`config.mk`:
```
export PLATFORM = sky130hd
export DESIGN_NAME = rx_lane_polarity
export DESIGN_NICKNAME = d
export VERILOG_FILES = /design/src/rtl/rxpol_pkg.sv /design/src/rtl/rxpol_scan.sv /design/src/rtl/rxpol_fix.sv /design/src/rtl/rx_lane_polarity.sv
export SDC_FILE = /design/constraint.sdc
export NUM_CORES = 1
export LEC_CHECK = 0
export BUFFER_PORTS_ARGS = -buffer_cell sky130_fd_sc_hd__buf_2
export CAP_MARGIN = 5
export CELL_PAD_IN_SITES_DETAIL_PLACEMENT = 1
export CELL_PAD_IN_SITES_GLOBAL_PLACEMENT = 1
export CORE_ASPECT_RATIO = 1.1
export CORE_UTILIZATION = 40
export DETAILED_ROUTE_END_ITERATION = 6
export PLACE_DENSITY_LB_ADDON = 0.1
export SLEW_MARGIN = 30
export SYNTH_ARGS = -nofsm -noshare
export SYNTH_HDL_FRONTEND = slang
export SYNTH_SLANG_ARGS = --single-unit
```
`constraint.sdc`:
```
create_clock -name clk -period 2.1 [get_ports clk]
set_input_delay 0.105 -clock clk [delete_from_list [all_inputs] [get_ports clk]]
set_output_delay 0.105 -clock clk [all_outputs]
set_load 0.01 [all_outputs]
```
`src/rtl/rxpol_pkg.sv`:
```
package rxpol_pkg;
    localparam int         SYM_W    = 8;
    localparam int         SET_LEN  = 16;
    localparam int         ID_FIRST = 6;
    localparam int         POS_W    = $clog2(SET_LEN);
    localparam logic [7:0] COMMA    = 8'hBC;
    localparam logic [7:0] ID_A     = 8'h4A;
    localparam logic [7:0] ID_B     = 8'h45;

    typedef enum logic [1:0] {
        ST_HUNT,
        ST_HEAD,
        ST_IDENT
    } scan_state_e;

    function automatic logic is_ident(input logic [7:0] b);
        return (b == ID_A) || (b == ID_B) || (b == ~ID_A) || (b == ~ID_B);
    endfunction

    function automatic logic is_flipped(input logic [7:0] b);
        return (b == ~ID_A) || (b == ~ID_B);
    endfunction
endpackage

```
`src/rtl/rxpol_scan.sv`:
```
module rxpol_scan
    import rxpol_pkg::*;
(
    input  logic             clk,
    input  logic             rst_n,
    input  logic             clear,
    input  logic             train,
    input  logic             valid,
    input  logic             is_k,
    input  logic             derr,
    input  logic [SYM_W-1:0] data,
    output logic             found_inv
);
    scan_state_e      state, nstate;
    logic [POS_W-1:0] pos, npos;
    logic [SYM_W-1:0] ref_id, nref_id;

    // state register
    always_ff @(posedge clk or negedge rst_n) begin
        if (!rst_n) begin
            state  <= ST_HUNT;
            pos    <= '0;
            ref_id <= '0;
        end else begin
            state  <= nstate;
            pos    <= npos;
            ref_id <= nref_id;
        end
    end

    // next state and outputs
    always_comb begin
        nstate    = state;
        npos      = pos;
        nref_id   = ref_id;
        found_inv = 1'b0;
        if (clear) begin
            nstate = ST_HUNT;
            npos   = '0;
        end else if (valid) begin
            if (!train || derr) begin
                nstate = ST_HUNT;
            end else if (is_k && data == COMMA) begin
                nstate = ST_HEAD;
                npos   = POS_W'(1);
            end else begin
                unique case (state)
                    ST_HUNT: nstate = ST_HUNT;
                    ST_HEAD: begin
                        if (is_k) begin
                            nstate = ST_HUNT;
                        end else begin
                            npos = pos + 1'b1;
                            if (pos == POS_W'(ID_FIRST - 1)) nstate = ST_IDENT;
                        end
                    end
                    ST_IDENT: begin
                        if (is_k) begin
                            nstate = ST_HUNT;
                        end else if (pos == POS_W'(ID_FIRST)) begin
                            if (is_ident(data)) begin
                                nref_id = data;
                                npos    = pos + 1'b1;
                            end else begin
                                nstate = ST_HUNT;
                            end
                        end else if (data != ref_id) begin
                            nstate = ST_HUNT;
                        end else if (pos == POS_W'(SET_LEN - 1)) begin
                            nstate    = ST_HUNT;
                            found_inv = is_flipped(ref_id);
                        end else begin
                            npos = pos + 1'b1;
                        end
                    end
                    default: nstate = ST_HUNT;
                endcase
            end
        end
    end
endmodule

```
`src/rtl/rxpol_fix.sv`:
```
module rxpol_fix
    import rxpol_pkg::*;
(
    input  logic             clk,
    input  logic             rst_n,
    input  logic             clear,
    input  logic             set_inv,
    input  logic             in_valid,
    input  logic             in_k,
    input  logic [SYM_W-1:0] in_data,
    output logic             o_valid,
    output logic             o_k,
    output logic [SYM_W-1:0] o_data,
    output logic             inv_flag
);
    always_ff @(posedge clk or negedge rst_n) begin
        if (!rst_n)       inv_flag <= 1'b0;
        else if (clear)   inv_flag <= 1'b0;
        else if (set_inv) inv_flag <= 1'b1;
    end

    always_ff @(posedge clk or negedge rst_n) begin
        if (!rst_n) begin
            o_valid <= 1'b0;
            o_k     <= 1'b0;
            o_data  <= '0;
        end else begin
            o_valid <= in_valid;
            o_k     <= in_k;
            o_data  <= in_data ^ {SYM_W{inv_flag & ~in_k}};
        end
    end
endmodule

```
`src/rtl/rx_lane_polarity.sv`:
```
module rx_lane_polarity
    import rxpol_pkg::*;
#(
    parameter int LANES = 4
) (
    input  logic                   clk,
    input  logic                   rst_n,
    input  logic                   train_active,
    input  logic                   detect_clear,
    input  logic [LANES-1:0]       rx_valid,
    input  logic [LANES-1:0]       rx_k,
    input  logic [LANES-1:0]       rx_disp_err,
    input  logic [LANES*SYM_W-1:0] rx_data,
    output logic [LANES-1:0]       out_valid,
    output logic [LANES-1:0]       out_k,
    output logic [LANES*SYM_W-1:0] out_data,
    output logic [LANES-1:0]       lane_inverted
);
    logic [LANES-1:0] hit;

    for (genvar g = 0; g < LANES; g++) begin : g_lane
        rxpol_scan u_scan (
            .clk       (clk),
            .rst_n     (rst_n),
            .clear     (detect_clear),
            .train     (train_active),
            .valid     (rx_valid[g]),
            .is_k      (rx_k[g]),
            .derr      (rx_disp_err[g]),
            .data      (rx_data[g*SYM_W +: SYM_W]),
            .found_inv (hit[g])
        );
        rxpol_fix u_fix (
            .clk      (clk),
            .rst_n    (rst_n),
            .clear    (detect_clear),
            .set_inv  (hit[g]),
            .in_valid (rx_valid[g]),
            .in_k     (rx_k[g]),
            .in_data  (rx_data[g*SYM_W +: SYM_W]),
            .o_valid  (out_valid[g]),
            .o_k      (out_k[g]),
            .o_data   (out_data[g*SYM_W +: SYM_W]),
            .inv_flag (lane_inverted[g])
        );
    end
endmodule

```
# --- Word level (Yosys, flattened, before mapping) ---
# Cells that the tools add are included.
op_classes:
  add_sub_neg: 4
  bitwise: 21
  n_eq_ne: 88
  n_reduce_logical: 49
  n_mux: 136
op_table:
  columns: ["op", "n"]
  rows:
  - ["$eq 8x8->1 const B", 20]
  - ["$mux 4", 40]
  - ["$mux 2", 44]
  - ["$eq 8x7->1 const B", 8]
  - ["$reduce_and 8->1", 8]
  - ["$mux 1", 44]
  - ["$ne 5x3->1 const B", 8]
  - ["$eq 4x3->1 const B", 8]
  - ["$ne 4x3->1 const B", 8]
  - ["$ne 8x3->1 const B", 4]
  - ["$ne 8x8->1", 4]
  - ["$pmux 4 s2", 4]
  - ["$xor 8x8->8", 4]
  - ["$ne 7x5->1 const B", 4]
  - ["$ne 6x3->1 const B", 4]
  - ["$logic_or 1x1->1", 20]
  - ["$ne 5x4->1 const B", 4]
  - ["$add 4x1->4 const B", 4]
  - ["$eq 4x4->1 const B", 4]
  - ["$pmux 2 s2", 4]
  - ["$reduce_and 4->1", 4]
  - ["$reduce_bool 2->1", 8]
  - ["$reduce_bool 4->1", 4]
  - ["$not 1->1", 13]
  - ["other kinds (6)", 21]
word_totals:
  inputBits: 48
  regBits: 100
  out_inout_bits: 44

# --- Longest topological paths before layout ---
# Gate-level depths: netlist of run 1.
depth:
  word_depth: 13
  mapped_depth: 9

# --- Cells and area by module ---
# Synthesis of run 1 repeated with hierarchy kept, for this count alone.
hier_totals:
  cells_unflattened: 524
  area_unflattened_um2: 5990.7
modules_own_cells:
  columns: ["mod", "area_per_inst_um2", "n_inst", "cells_each"]
  rows:
  - ["rxpol_scan", 1127.3, 4, 108]
  - ["rxpol_fix", 370.4, 4, 23]

# --- Least setup slack after synthesis of run 1 ---
# OpenSTA, ideal clock, no wires.
synth_timing:
  kind: "flip-flop to flip-flop"
  startpoint: "reg g_lane[0].u_scan.pos[0]"
  endpoint: "reg g_lane[0].u_scan.pos[3]"
  path_buffers: 0
  arrival_time_ns: 2.221
  path_slack_ns: -0.187
  required_ns: 2.035
  setup_time_ns: 0.065
  stages_incl_launch_ff: 9
  cell_sequence: "dfrtp_1 > inv_1 > ha_1 > and3b_1 > or3_1 > o31a_1 > a31o_4 > or4_1 > nand2_1"
synth_between:
  elab_chain_len: 10
  elab_cells_between_ends: 18
  cone_classes: "1 x add/sub; 5 x eq/ne; 11 x mux; 1 x reduce/logical"
synth_rtl:
  columns: ["item", "line_no", "source"]
  rows:
  - ["start: declaration", "rxpol_scan.sv:15", "logic [POS_W-1:0] pos, npos;"]
  - ["start signal: assignment", "rxpol_scan.sv:26", "pos <= npos;"]
  - ["$add 4x1->4", "rxpol_scan.sv:53, rxpol_scan.sv:63, rxpol_scan.sv:73", null]
  - ["$mux 4", "rxpol_scan.sv:69", "end else if (pos == POS_W'(SET_LEN - 1)) begin"]
  - ["$mux 4", "rxpol_scan.sv:67", "end else if (data != ref_id) begin"]
  - ["$mux 4", "rxpol_scan.sv:60", "end else if (pos == POS_W'(ID_FIRST)) begin"]
  - ["$mux 4", "rxpol_scan.sv:58", "if (is_k) begin"]
  - ["$pmux 4 s2", "rxpol_scan.sv:47", "unique case (state)"]
  - ["$mux 4", "rxpol_scan.sv:43", "end else if (is_k && data == COMMA) begin"]
  - ["$mux 4", "rxpol_scan.sv:41", "if (!train || derr) begin"]
  - ["$mux 4", "rxpol_scan.sv:40", "end else if (valid) begin"]
  - ["$mux 4", "rxpol_scan.sv:37", "if (clear) begin"]
# Parallel ways exist; a longest one is shown, timed or not. The select of a mux whose other input is x is not followed.
# A chain may end at the register's enable or synchronous reset.

# --- Worst setup path in the final report of run 1 ---
layout_timing:
  startpoint: "reg g_lane[0].u_scan.pos[1]"
  endpoint: "reg g_lane[0].u_scan.pos[3]"
# Same word-level chain as after synthesis.

==> results of run 1 <==
==> path summary, 6_finish.rpt <==
kind | depth (start not counted) | to | slack [ps]
worst max-delay path | 7 | g_lane[0].u_scan.pos[3] | -40
worst min-delay path | 2 | g_lane[1].u_fix.o_data[7] | 10
worst max register to register | 7 | g_lane[0].u_scan.pos[3] | -40
worst min register to register | 2 | g_lane[1].u_fix.inv_flag | 540
max in group asynchronous | 3 | g_lane[2].u_fix.o_valid | 1180
min in group asynchronous | 2 | g_lane[3].u_fix.o_data[3] | 260
==> per-stage QoR <==
step / power, mW / cells / hold WS, ps / setup WS (ps) / TNS [ps]
floorplan: 2.313 / 486 / -190.6 / 0.2727 / 0
global placement: 2.559 / 739 / 80.74 / -68.99 / -342.1
detailed placement: 2.582 / 739 / 89.56 / -99.45 / -510.9
CTS: 4.435 / 774 / 2.639 / -9.829 / -9.829
global route: 4.610 / 776 / 10.91 / -106.8 / -705.8
finish: 4.423 / 776 / 12.87 / -38.23 / -49.57
==> cell families after synthesis <==
logic type,synth area share
buffers and inverters,0.04254
muxes,0.07191
xor gates and xnor gates,0.1068
and+or+nand+nor,0.1926
DFF,0.4624
adders and majority gates,0.02774
AOI/OAI and AO/OA,0.09596
==> power by group <==
part	switching, mW	leakage, nW	total, mW	internal, mW
registers	0.0481	1.28	2.04	1.99
clock network	0.763	0.149	1.81	1.05
logic	0.318	1.64	0.572	0.253
==> routing by layer <==
metal  wire (µm)  share of wire
met3         322          0.023
met1        6094           0.43
met2        7384           0.53
met5           0              0
met4         225          0.016
==> cell type report <==
cell class	count	area, µm²	area share
inverters	22	82.58	0.01202
repair buffers	137	892.1	0.1298
flip-flops and latches	100	2504	0.3643
multi-input cells	340	2874	0.4182
clock buffers	10	229.0	0.03332
well taps	161	201.4	0.02932
clock inverters	6	88.84	0.01293
==> cells in the final DEF, fill, tap and decap left out, drive strengths merged, types with 7 or more instances in the layout <==
cell type / netlist / routed
a21oi: 11 / 11
buf: 17 / 120
clkbuf: 7 / 10
dfrtp: 100 / 100
dlygate4sd3: 0 / 17
ha: 12 / 12
inv: 21 / 21
mux2: 31 / 31
nand2: 23 / 23
nand2b: 7 / 7
nand3: 9 / 9
nand3b: 7 / 7
nor2: 21 / 21
nor2b: 8 / 8
nor3: 8 / 8
nor4: 9 / 9
nor4bb: 15 / 15
o21ai: 19 / 19
o41ai: 7 / 7
xnor2: 47 / 47
xor2: 19 / 19
==> what timing repair did <==
| action | in CTS | in global routing |
|---|---|---|
| hold buffers | 17 | 0 |
| resized for setup | 4 | 43 |
| pin swaps | 1 | 6 |
| buffers inserted | 2 | 3 |
| endpoints found under the setup margin | 8 | 43 |
| endpoints found under the hold margin | 48 | 0 |
==> registers in the layout, summed over array words and instances, names as in the netlist <==
register	flops
g_lane.u_fix.o_k	4
g_lane.u_fix.o_valid	4
g_lane.u_scan.pos	16
g_lane.u_scan.state	8
g_lane.u_scan.ref_id	32
g_lane.u_fix.inv_flag	4
g_lane.u_fix.o_data	32
==> critical path, stage by stage (launching register included) <==
cell and delay [ps]:
dfrtp_1 390, ha_2 180, and3b_1 180, or3_4 340, o31a_1 290, a31o_4 240, or4_1 390, nand2_1 70
==> impl_metrics.env, run 1 <==
export IMPL_status="finished with violations"
export IMPL_violations="setup timing"
export IMPL_timing_rr_start="g_lane[0].u_scan.pos[1]"
export IMPL_hp_class="input pin to flip-flop"
export IMPL_viasPerCell=5.425
export IMPL_clk_latency_ps=350
export IMPL_fp_dieH_um=124.0
export IMPL_synth_largest_area_cell="dfrtp_1"
export IMPL_hold_viol_final=0
export IMPL_synth_common_cells="dfrtp_1, xnor2_1, mux2_2, nand2_1"
export IMPL_arrival_ps=2430
export IMPL_area_delta_synth_final_pct=26.98
export IMPL_initial_core_util=0.4096
export IMPL_syn_area_um2=5411
export IMPL_startpoint_type="flip-flop"
export IMPL_end_kind="flip-flop"
export IMPL_dpl_cell_area_um2=6151
export IMPL_htreeDepth=3
export IMPL_grt_ovfl_total=0
export IMPL_crit_fanout=4
export IMPL_cts_sinks=100
export IMPL_hold_start="rx_data[15]"
export IMPL_rsz0062_at_grt="true"
export IMPL_synth_cell_types=63
export IMPL_startpoint="g_lane[0].u_scan.pos[1]"
export IMPL_leakage_nw=3.065
export IMPL_drive_gt1_frac=0.3285
export IMPL_powerDensity_nw_per_um2=643.7
export IMPL_grt_pass1_wl_um=22010
export IMPL_syn_num_nets=546
export IMPL_period_minus_slack_ps=2138
export IMPL_num_vias=4210
export IMPL_synth_async_reset_ratio=1.000
export IMPL_met1_usage=0.2409
export IMPL_met3_usage=0.03552
export IMPL_slew_headroom=0.6377
export IMPL_seq_area_frac_synth=0.4624
export IMPL_n_antenna_cell=0
export IMPL_netlist_instances=486
export IMPL_setup_viol=2
export IMPL_finalMaxSlewViolations=0
export IMPL_grt_max_degree=47
export IMPL_clk_pin_slew_ps=70
export IMPL_gp_congestion=0.7882
export IMPL_critPathKind="flip-flop to flip-flop"
export IMPL_layout_setup_ws_ps=-38.23
export IMPL_rows=44
export IMPL_io_pins=92
export IMPL_drtIter0Drc=158
export IMPL_synth_ff_type="dfrtp_1"
export IMPL_fin_nets=670
export IMPL_period_share=1.018
export IMPL_remaining_drc_errors=0
export IMPL_core_um2=13210
export IMPL_final_area_um2=6872
export IMPL_worstMarginPinSlew_ps=535.8
export IMPL_yosysTopAreaCellShare=0.4624
export IMPL_grtUsageTotal=0.2025
export IMPL_max_clock_path_buffers=2
export IMPL_dr_pass1_iters=4
export IMPL_io_buffers=91
export IMPL_ant_nets=0
export IMPL_met2_usage=0.3673
export IMPL_utilization=0.5201
export IMPL_fill_cells=1443
export IMPL_cts_tree="done"
export IMPL_fmax_mhz=467.7
export IMPL_cts_root_buf="clkbuf_16"
export IMPL_skew_ps=5.171
export IMPL_synthesis_area_per_instance_um2=11.13
export IMPL_synthTopCellsByArea="dfrtp_1, xnor2_1, mux2_2"
export IMPL_grt_pass1_vias=4456
export IMPL_die_w_um=112.9
export IMPL_required_ps=2390
export IMPL_yosysMostFrequentCell="dfrtp_1"
export IMPL_busiest_layer="met2"
export IMPL_dieArea_um2=14000
export IMPL_irDropWorstVdd_uv=304.2
export IMPL_routedWlPerCell_um=18.08
export IMPL_synth_warnings=0
export IMPL_wl_um=14030
export IMPL_hpwlAfterDp_um=9942
export IMPL_drv_cap=0
export IMPL_ys_ff_latch=100
export IMPL_antenna_found_initial=0
export IMPL_cts_buffers=9
export IMPL_synth_edff_count=0
No activity file was read; power rests on OpenSTA's default activity.
==> inputs of run 2 (changes only) <==
Settings changed: CORE_MARGIN from default to 8.
==> run 2 against run 1 <==
  * The run still ends with setup timing left
  * Critical path depth rose by 1
  * Final area rose by 1.4%
  * Total power rose by 6.4%
  * Critical endpoint unchanged
  * Largest power group is now the clock network
==> impl_metrics.env, run 2 (synthesis gave the netlist of run 1 again) <==
export IMPL_cp_buffers_inverters=1
export IMPL_top_regs="g_lane.u_fix.o_data: 32 flops, g_lane.u_scan.ref_id: 32 flops, g_lane.u_scan.pos: 16 flops"
export IMPL_fill_cells=1438
export IMPL_hold_viol_final=0
export IMPL_critPathTopFamily="simple AND/OR/NAND/NOR gates"
export IMPL_dp_cells=741
export IMPL_fin_nets=674
export IMPL_register_area_um2=2504
export IMPL_p_sw_mw=1.130
export IMPL_routedWlPerCell_um=18.41
export IMPL_combPwrFrac=0.125
export IMPL_netSwitchingFraction=0.2403
export IMPL_top_layer="met4"
export IMPL_layout_common_cells="dfrtp_1, buf_2, xnor2_1"
export IMPL_htreeDepth=3
export IMPL_end_kind="flip-flop"
export IMPL_startpoint_type="flip-flop"
export IMPL_p_int_mw=3.574
export IMPL_clk_latency_ps=350
export IMPL_grt_max_degree=42
export IMPL_worstMarginPinSlew_ps=555.9
export IMPL_met2_length_um=7495
export IMPL_fin_cells=780
export IMPL_final_common_cell="dfrtp_1"
export IMPL_violations="setup timing"
export IMPL_wl_met1_um=6162
export IMPL_initial_core_util=0.4096
export IMPL_period_share=1.035
export IMPL_power_mw=4.705
export IMPL_rows=44
export IMPL_dr_pass1_iters=4
export IMPL_hp_class="input pin to flip-flop"
export IMPL_wl_um=14360
export IMPL_rsz0062_at_grt="true"
export IMPL_n_antenna_cell=0
export IMPL_cts_sinks=100
export IMPL_grtUsageTotal=0.1667
export IMPL_cts_tree="done"
export IMPL_viasPerCell=5.329
export IMPL_pwr_share_clk=0.441
export IMPL_remaining_drc_errors=0
export IMPL_slew_headroom=0.6294
export IMPL_grt_pass1_wl_um=23190
export IMPL_fp_dieH_um=138.0
export IMPL_antenna_found_initial=0
export IMPL_cts_buffers=9
export IMPL_dpl_cell_area_um2=6166
export IMPL_grt_ovfl_total=0
export IMPL_irDropWorstVdd_uv=341.8
export IMPL_period_minus_slack_ps=2173
export IMPL_cts_root_buf="clkbuf_16"
export IMPL_status="finished with violations"
export IMPL_drtIter0Drc=255
export IMPL_worstPathCellList="inv_1 > ha_2 > and3b_1 > or3_4 > o31a_1 > a31o_4 > or4_1 > nand2_1"
export IMPL_power_frac_seq=0.434
export IMPL_critPathKind="flip-flop to flip-flop"
export IMPL_ant_nets=0
export IMPL_io_pins=92
export IMPL_critical_path_slowest_cell="or4_1"
export IMPL_io_buffers=91
export IMPL_cpPeakStageDelay_ps=390
export IMPL_clk_pin_slew_ps=70
export IMPL_leakage_nw=3.121
export IMPL_num_vias=4157
export IMPL_wl_met3_um=392
export IMPL_core_um2=13210
export IMPL_drive_gt1_frac=0.3425
export IMPL_area_delta_synth_final_pct=28.74
export IMPL_powerDensity_nw_per_um2=675.3
export IMPL_multi_input_area_um2=2877
export IMPL_timing_hold_ws_ps=16.77
export IMPL_dieArea_um2=17510
export IMPL_required_ps=2390
export IMPL_gp_congestion=0.7654
export IMPL_hpwlAfterDp_um=10370
export IMPL_arrival_ps=2470
export IMPL_skew_ps=4.828
export IMPL_final_area_um2=6967
export IMPL_drv_cap=0
export IMPL_crit_fanout=4
export IMPL_max_clock_path_buffers=2
export IMPL_grt_pass1_vias=4508
export IMPL_finalMaxSlewViolations=0
export IMPL_fmax_mhz=460.3
export IMPL_die_w_um=126.9
export IMPL_layout_setup_ws_ps=-72.67
export IMPL_setup_viol=2
[run 2: metrics by stage]
| step | setup WS [ps] | setup TNS, ps | utilization |
|---|---|---|---|
| 4_1_cts | -51.60 | -77.37 | 0.5108 |
| 6_report | -72.67 | -141.5 | 0.5273 |
| 3_3_place_gp | -67.63 | -335.4 | 0.4667 |
| 5_1_grt | -159.8 | -581.7 | 0.5273 |
| 3_5_place_dp | -79.29 | -447.7 | 0.4667 |
| 2_1_floorplan | 0.2727 | 0 | - |
[run 2: timing repair]
item,in CTS,in global routing
endpoints found under the setup margin,13,32
buffers inserted,2,4
pin swaps,2,10
hold buffers,18,0
hold endpoints to repair,55,0
gates resized for setup,4,43
[run 2: worst paths after layout]
check	startpoint	end	slack [ps]	depth (start not counted)
worst max-delay path	g_lane[0].u_scan.pos[0]	g_lane[0].u_scan.pos[3]	-70	8
worst min-delay path	rx_data[24]	g_lane[3].u_fix.o_data[0]	20	2
worst max register to register	g_lane[0].u_scan.pos[0]	g_lane[0].u_scan.pos[3]	-70	8
worst min register to register	g_lane[1].u_scan.pos[3]	g_lane[1].u_scan.pos[3]	530	1
max in group asynchronous	rst_n	g_lane[1].u_scan.ref_id[1]	1120	3
min in group asynchronous	rst_n	g_lane[3].u_fix.o_data[7]	290	2
[run 2: layout make-up]
cell class / instances / share of cell area
Clock buffer: 10 / 0.03430
Clock inverter: 6 / 0.01922
Inverter: 22 / 0.01185
Multi-Input combinational cell: 340 / 0.4129
Sequential cell: 100 / 0.3594
Tap cell: 161 / 0.02892
Timing Repair Buffer: 141 / 0.1334
[run 2: routing by layer]
layer | up-vias | GRT usage
li1 | 2002 | -
met1 | 2070 | 0.1929
met2 | 65 | 0.2972
met3 | 20 | 0.02808
met4 | 0 | 0.07804
met5 | - | 0
[run 2: power by group through the flow]
stage,Combinational [mW],Sequential (mW),Clock (mW)
floorplan,0.221,2.09,0
global placement,0.496,2.07,0
detailed placement,0.512,2.07,0
CTS,0.550,2.04,2.12
global route,0.647,2.05,2.20
finish,0.587,2.04,2.08
